## src/rtl/wdog_pkg.sv

```systemverilog
package wdog_pkg;

    localparam int REG_W  = 32;
    localparam int CNT_W  = 16;

    // byte offsets of the two words
    localparam int OFS_CTRL  = 0;
    localparam int OFS_COUNT = 4;

    // control word bit positions
    localparam int B_RUN    = 0;
    localparam int B_FIRED  = 1;
    localparam int B_SHUT   = 2;
    localparam int B_DIS    = 3;
    localparam int B_RELOAD = 7;

    typedef enum logic [1:0] {
        RES_1S    = 2'd0,
        RES_100MS = 2'd1,
        RES_10MS  = 2'd2,
        RES_1MS   = 2'd3
    } tick_res_e;

    typedef struct packed {
        logic run;
        logic fired;
        logic shut_sel;
    } ctrl_t;

    // number of ticks per second for each resolution code
    function automatic int unsigned ticks_per_sec(input int code);
        case (code)
            0:       return 1;
            1:       return 10;
            2:       return 100;
            default: return 1000;
        endcase
    endfunction

    // assemble the control word as seen by a read
    function automatic logic [REG_W-1:0] ctrl_word(input ctrl_t c, input logic dis);
        logic [REG_W-1:0] w;
        w          = '0;
        w[B_RUN]   = c.run;
        w[B_FIRED] = c.fired;
        w[B_SHUT]  = c.shut_sel;
        w[B_DIS]   = dis;
        return w;
    endfunction

endpackage

```

## src/rtl/wdog_prescaler.sv

```systemverilog
module wdog_prescaler
    import wdog_pkg::*;
#(
    parameter int unsigned CLK_HZ = 50_000_000
) (
    input  logic      clk,
    input  logic      rst,
    input  tick_res_e res_i,
    input  logic      active_i,
    input  logic      restart_i,
    output logic      tick_o
);

    localparam int DIV_W = $clog2(CLK_HZ + 1);
    localparam int N_RES = 4;

    logic [DIV_W-1:0] lim_tab [N_RES];
    logic [DIV_W-1:0] lim_m1;
    logic [DIV_W-1:0] pcnt_q;

    // one terminal count per resolution code
    for (genvar g = 0; g < N_RES; g++) begin : g_lim
        assign lim_tab[g] = DIV_W'(CLK_HZ / ticks_per_sec(g)) - DIV_W'(1);
    end

    assign lim_m1 = lim_tab[res_i];
    assign tick_o = active_i && (pcnt_q >= lim_m1);

    always_ff @(posedge clk) begin
        if (rst || !active_i || restart_i) begin
            pcnt_q <= '0;
        end else if (pcnt_q >= lim_m1) begin
            pcnt_q <= '0;
        end else begin
            pcnt_q <= pcnt_q + DIV_W'(1);
        end
    end

endmodule

```

## src/rtl/wdog_downcounter.sv

```systemverilog
module wdog_downcounter
    import wdog_pkg::*;
(
    input  logic             clk,
    input  logic             rst,
    input  logic             load_i,
    input  logic [CNT_W-1:0] load_val_i,
    input  logic             tick_i,
    input  logic             dis_i,
    input  logic             shut_sel_i,
    output logic             expire_o,
    output logic             reset_req_o,
    output logic             shutdown_req_o
);

    logic [CNT_W-1:0] cnt_q;
    logic             spent_q;
    logic             load_eff;

    assign load_eff = load_i && !dis_i;
    assign expire_o = tick_i && !spent_q && !load_eff && (cnt_q <= CNT_W'(1));

    always_ff @(posedge clk) begin
        if (rst) begin
            cnt_q   <= '0;
            spent_q <= 1'b1;
        end else if (load_eff) begin
            cnt_q   <= load_val_i;
            spent_q <= 1'b0;
        end else if (tick_i && !spent_q) begin
            if (cnt_q <= CNT_W'(1)) begin
                cnt_q   <= '0;
                spent_q <= 1'b1;
            end else begin
                cnt_q <= cnt_q - CNT_W'(1);
            end
        end
    end

    always_ff @(posedge clk) begin
        if (rst) begin
            reset_req_o    <= 1'b0;
            shutdown_req_o <= 1'b0;
        end else begin
            reset_req_o    <= expire_o && !shut_sel_i;
            shutdown_req_o <= expire_o && shut_sel_i;
        end
    end


    dis_freeze_chk: assert property (@(posedge clk) disable iff (rst)
        dis_i |=> (cnt_q == $past(cnt_q)));


    step_one_chk: assert property (@(posedge clk) disable iff (rst)
        !load_i |=> ((cnt_q == $past(cnt_q)) || (cnt_q == $past(cnt_q) - CNT_W'(1))));


    pulse_width_chk: assert property (@(posedge clk) disable iff (rst)
        (reset_req_o || shutdown_req_o) |=> !(reset_req_o || shutdown_req_o));

endmodule

```

## src/rtl/wdog_regfile.sv

```systemverilog
module wdog_regfile
    import wdog_pkg::*;
#(
    parameter int ADDR_W = 3
) (
    input  logic              clk,
    input  logic              rst,
    input  logic              bus_sel,
    input  logic              bus_we,
    input  logic [ADDR_W-1:0] bus_addr,
    input  logic [REG_W-1:0]  bus_wdata,
    input  logic              hw_dis_i,
    input  logic              expire_i,
    output logic [REG_W-1:0]  rdata_o,
    output ctrl_t             ctrl_o,
    output logic [CNT_W-1:0]  count_o,
    output logic              reload_o
);

    ctrl_t            ctrl_q;
    logic [CNT_W-1:0] count_q;
    logic             hit_ctrl;
    logic             hit_count;
    logic             wr_ctrl;
    logic             wr_count;
    logic             unused_wbits;

    assign hit_ctrl  = (bus_addr == ADDR_W'(OFS_CTRL));
    assign hit_count = (bus_addr == ADDR_W'(OFS_COUNT));
    assign wr_ctrl   = bus_sel && bus_we && hit_ctrl;
    assign wr_count  = bus_sel && bus_we && hit_count;
    assign reload_o  = wr_ctrl && bus_wdata[B_RELOAD];

    assign unused_wbits = ^{bus_wdata[REG_W-1:CNT_W], bus_wdata[6:3]};

    always_ff @(posedge clk) begin
        if (rst) begin
            ctrl_q  <= '0;
            count_q <= '0;
        end else begin
            if (wr_ctrl) begin
                ctrl_q.run      <= bus_wdata[B_RUN];
                ctrl_q.shut_sel <= bus_wdata[B_SHUT];
            end
            // expiry wins over a clearing write on the same edge
            if (expire_i) begin
                ctrl_q.fired <= 1'b1;
            end else if (wr_ctrl && bus_wdata[B_FIRED]) begin
                ctrl_q.fired <= 1'b0;
            end
            if (wr_count) begin
                count_q <= bus_wdata[CNT_W-1:0];
            end
        end
    end

    always_comb begin
        rdata_o = '0;
        if (hit_ctrl) begin
            rdata_o = ctrl_word(ctrl_q, hw_dis_i);
        end else if (hit_count) begin
            rdata_o = {{(REG_W-CNT_W){1'b0}}, count_q};
        end
    end

    assign ctrl_o  = ctrl_q;
    assign count_o = count_q;


    fired_set_chk: assert property (@(posedge clk) disable iff (rst)
        expire_i |=> ctrl_q.fired);

endmodule

```

## src/rtl/wdog_timer.sv

```systemverilog
module wdog_timer
    import wdog_pkg::*;
#(
    parameter int unsigned CLK_HZ = 50_000_000,
    parameter int          ADDR_W = 3
) (
    input  logic              clk,
    input  logic              rst,
    input  logic [1:0]        tick_res,
    input  logic              hw_disable,
    input  logic              bus_sel,
    input  logic              bus_we,
    input  logic [ADDR_W-1:0] bus_addr,
    input  logic [31:0]       bus_wdata,
    output logic [31:0]       bus_rdata,
    output logic              reset_req,
    output logic              shutdown_req
);

    ctrl_t            ctrl;
    logic [CNT_W-1:0] count_val;
    logic             reload;
    logic             expire;
    logic             tick;
    logic             active;

    assign active = ctrl.run && !hw_disable;

    wdog_regfile #(.ADDR_W(ADDR_W)) u_regs (
        .clk       (clk),
        .rst       (rst),
        .bus_sel   (bus_sel),
        .bus_we    (bus_we),
        .bus_addr  (bus_addr),
        .bus_wdata (bus_wdata),
        .hw_dis_i  (hw_disable),
        .expire_i  (expire),
        .rdata_o   (bus_rdata),
        .ctrl_o    (ctrl),
        .count_o   (count_val),
        .reload_o  (reload)
    );

    wdog_prescaler #(.CLK_HZ(CLK_HZ)) u_presc (
        .clk       (clk),
        .rst       (rst),
        .res_i     (tick_res_e'(tick_res)),
        .active_i  (active),
        .restart_i (reload),
        .tick_o    (tick)
    );

    wdog_downcounter u_cnt (
        .clk            (clk),
        .rst            (rst),
        .load_i         (reload),
        .load_val_i     (count_val),
        .tick_i         (tick),
        .dis_i          (hw_disable),
        .shut_sel_i     (ctrl.shut_sel),
        .expire_o       (expire),
        .reset_req_o    (reset_req),
        .shutdown_req_o (shutdown_req)
    );


    one_action_chk: assert property (@(posedge clk) disable iff (rst)
        !(reset_req && shutdown_req));


    req_flag_chk: assert property (@(posedge clk) disable iff (rst)
        (reset_req || shutdown_req) |-> bus_rdata[B_FIRED] || !(bus_addr == ADDR_W'(OFS_CTRL)));

endmodule

```

## config.mk

```make
export PLATFORM = sky130hd
export DESIGN_NAME = wdog_timer
export DESIGN_NICKNAME = d
export VERILOG_FILES = /design/src/rtl/wdog_pkg.sv /design/src/rtl/wdog_prescaler.sv /design/src/rtl/wdog_downcounter.sv /design/src/rtl/wdog_regfile.sv /design/src/rtl/wdog_timer.sv
export SDC_FILE = /design/constraint.sdc
export NUM_CORES = 1
export LEC_CHECK = 0
export CAP_MARGIN = 20
export CORE_MARGIN = 4
export CORE_UTILIZATION = 56
export CTS_CLUSTER_SIZE = 16
export DETAILED_ROUTE_END_ITERATION = 10
export HOLD_SLACK_MARGIN = 0.03
export PLACE_DENSITY = 0.85
export SKIP_LAST_GASP = 1
export SLEW_MARGIN = 10
export SYNTH_ARGS = -nofsm -noshare
export SYNTH_HDL_FRONTEND = slang
export SYNTH_SLANG_ARGS = --single-unit
```

## constraint.sdc

```tcl
create_clock -name clk -period 6.6 [get_ports clk]
set_input_delay 0.99 -clock clk [delete_from_list [all_inputs] [get_ports clk]]
set_output_delay 0.99 -clock clk [all_outputs]
set_load 0.005 [all_outputs]
```

==> impl_metrics.env <==
export IMPL_nFillCells=540
export IMPL_vias=3493
export IMPL_clk_path_buf_depth=2
export IMPL_status="finished, final reports clean"
export IMPL_die_x_um=90.1
export IMPL_ant_nets=0
export IMPL_worst_hold_path_type="reg2reg"
export IMPL_regArea_mm2=0.00128
export IMPL_hpwl_um=6640
export IMPL_die_h_um=90.1
export IMPL_grt_pass1_wl_um=15800
export IMPL_globalRouteOverflowTotal=0
export IMPL_async_reset_ff_share_pct=0
export IMPL_pin_count=76
export IMPL_power_frac_comb_pct=7.0
export IMPL_grtUsageTotal_pct=23.1
export IMPL_p_int_w=0.000592
export IMPL_ys_seq_elements=64
export IMPL_post_drt_wl_per_cell_um=15.9
export IMPL_portBuffers=43
export IMPL_slowest_delay_ps=690
export IMPL_synth_area_top_cells="dfxtp_1 34%, ha_1 9.6%, nand2_1 7.3%"
export IMPL_setup_tns_ps=0
export IMPL_fmax_mhz=221
export IMPL_final_cell_mix="73 x nand2_1, 64 x dfxtp_1, 59 x nor2_1, 43 x clkdlybuf4s50_1, 29 x ha_1"
export IMPL_ys_warn_count=0
export IMPL_worst_pin_slew_ps=1010
export IMPL_r2r_slack_ps=3580
export IMPL_grt_setup_unrepaired="no"
export IMPL_cts_made_buffers=9
export IMPL_grt_pass1_vias=3398
export IMPL_netlist_area_leader_share_pct=33.9
export IMPL_ys_seq_area_share_pct=33.9
export IMPL_die_area_mm2=0.00812
export IMPL_p_switching_w=0.000180
export IMPL_postSynthCellCount=468
export IMPL_pwr_share_seq_pct=50.4
export IMPL_root_buffer="clkbuf_8"
export IMPL_relSlewSlack_pct=32.3
export IMPL_cp_required_ps=6860
export IMPL_synth_area_mm2=0.00378
export IMPL_power_w=0.000771
export IMPL_synth_area_leader_cell="dfxtp_1"
export IMPL_dr_first_iter_drc_count=353
export IMPL_grt_max_degree=37
export IMPL_nets=575
export IMPL_powerDensity_mw_per_mm2=177
export IMPL_setup_violations=0
export IMPL_crit_slowest_cell="clkdlybuf4s50_1"
export IMPL_cts_clk_slew_worst_paths_ps=60
export IMPL_cts_setup_buffers=0
export IMPL_drc=0
export IMPL_p_leak_nw=1.69
export IMPL_synth_area_per_cell_um2=8.07
export IMPL_start_kind="primary input"
export IMPL_numClockSinks=64
export IMPL_cts_repair_resized=0
export IMPL_layout_drive_gt1_share_pct=4.92
export IMPL_synth_cell_type_count=52
export IMPL_maxSlewViolCount=0
export IMPL_htree_levels=3
export IMPL_max_cap_violations=0
export IMPL_core_rowCount=29
export IMPL_finalHoldViolations=0
export IMPL_coreArea_mm2=0.00646
export IMPL_antenna_found_initial=0
export IMPL_finalCritPeriodShare_pct=68.6
export IMPL_areaGrowthSynthToFinish_pct=15.4
export IMPL_multiInputGateArea_mm2=0.00230
export IMPL_crit_chain="clkdlybuf4s50_1 -> inv_1 -> ha_1 -> inv_1 -> ha_1 -> a211o_1 -> a21o_1 -> a211o_1 -> nor3_1 -> nand2_1 -> nor2_1"
export IMPL_cts_tree="built"
export IMPL_clock_latency_ps=340
export IMPL_switching_share_pct=23.3
export IMPL_antenna_cells=0
export IMPL_critPathKind="in2reg"
export IMPL_path_max_fanout=24
export IMPL_ys_flop_type="dfxtp_1"
export IMPL_fin_skew_ps=9.88
export IMPL_routed_wl_um=9290
export IMPL_place_gp_congestion=0.867
export IMPL_final_common_cell="nand2_1"
export IMPL_end_kind="register"
export IMPL_power_frac_clock_pct=42.6
export IMPL_peakVddDrop_uv=114
export IMPL_initial_utilization_pct=58.5
export IMPL_vias_per_cell=5.97
export IMPL_cts_hold_fix_buffers=0
export IMPL_synth_edf_count=0
export IMPL_critPathArrivalTime_ps=4780
export IMPL_min_period_ps=4530
export IMPL_dr_pass1_iters=5
-- routing by layer --
metal / vias to the layer above / part of all wire (%) / wire (um) / track usage, %
li1: 1701 / - / - / -
met1: 1650 / 46 / 4240 / 30.3
met2: 130 / 47 / 4400 / 37.7
met3: 12 / 5.8 / 535 / 4.67
met4: 0 / 1.2 / 116 / 8.04
met5: - / 0 / 0 / 0
-- metrics by stage --
stage	setup slack (ps)	std cells	utilization, %	hold WS, ps	area (um2)
after global placement	1860	569	64.5	441	4160
after CTS	2030	584	67.4	478	4350
after detailed placement	1700	569	64.5	461	4160
after global routing	1760	585	67.5	509	4360
final	2070	585	67.5	469	4360
after floorplan	3220	483	-	426	3830
-- critical path, delay by kind of cell --
family	cells	cell delay, ps
compound gates	3	740
fa+ha+maj	2	490
buf+inv	3	1010
simple gates	3	1540
-- power by group through the flow --
stage                     logic [W]  registers (W)  clock network, W
after floorplan           0.0000356       0.000397                 0
after CTS                 0.0000530       0.000389          0.000332
final                     0.0000537       0.000389          0.000329
after global placement    0.0000510       0.000398                 0
after global routing      0.0000592       0.000389          0.000355
after detailed placement  0.0000525       0.000398                 0
-- cell families (layout without fill, tap and decap cells) --
family / count (synthesis) / after routing / share of synthesized area, %
xor+xnor: 24 / 24 / 5.57
buf+inv: 46 / 71 / 6.56
compound gates: 74 / 74 / 13.2
flops: 64 / 64 / 33.9
fa+ha+maj: 29 / 29 / 9.61
mux: 8 / 8 / 2.12
other cells: 1 / 16 / 0.0993
simple gates: 222 / 222 / 28.9
-- final timing paths --
kind,from,cells past startpoint,to
min reg2reg,u_presc.pcnt_q[0],1,u_presc.pcnt_q[0]
min,u_presc.pcnt_q[0],1,u_presc.pcnt_q[0]
max reg2reg,u_presc.pcnt_q[23],7,u_presc.pcnt_q[2]
max,tick_res[1],11,u_presc.pcnt_q[2]
-- Yosys cell counts (3+ instances only) --
cell and number:
ha_1 29, and3_1 20, nand4b_1 4, a211oi_1 4
a31oi_1 3, dfxtp_1 64, mux2i_1 8, a21oi_1 26
or4_1 5, nor2_1 59, nor4_1 4, nor3_1 8
xnor2_1 9, buf_2 3, nand3_1 17, clkbuf_1 14
xor2_1 15, o21ai_0 10, nand4_1 14, o211ai_1 8
buf_4 17, inv_1 10, nand2_1 73, a311oi_1 3
o311ai_0 3, and4_1 3
-- registers in the layout (all words and copies together), names as in the netlist --
name	flops
u_regs.count_o	16
u_cnt.cnt_q	16
u_cnt.spent_q	1
u_cnt.shutdown_req_o	1
u_regs.ctrl_o	3
u_cnt.reset_req_o	1
u_presc.pcnt_q	26
-- cell type report --
| cell class | count | area share [%] |
|---|---|---|
| clock inverters | 4 | 1.03 |
| inverters | 10 | 0.861 |
| well taps | 77 | 2.21 |
| flip-flops and latches | 64 | 29.4 |
| clock buffers | 11 | 3.24 |
| repair buffers | 46 | 10.4 |
| multi-input cells | 373 | 52.9 |
Power figures use the tool's default switching activity.
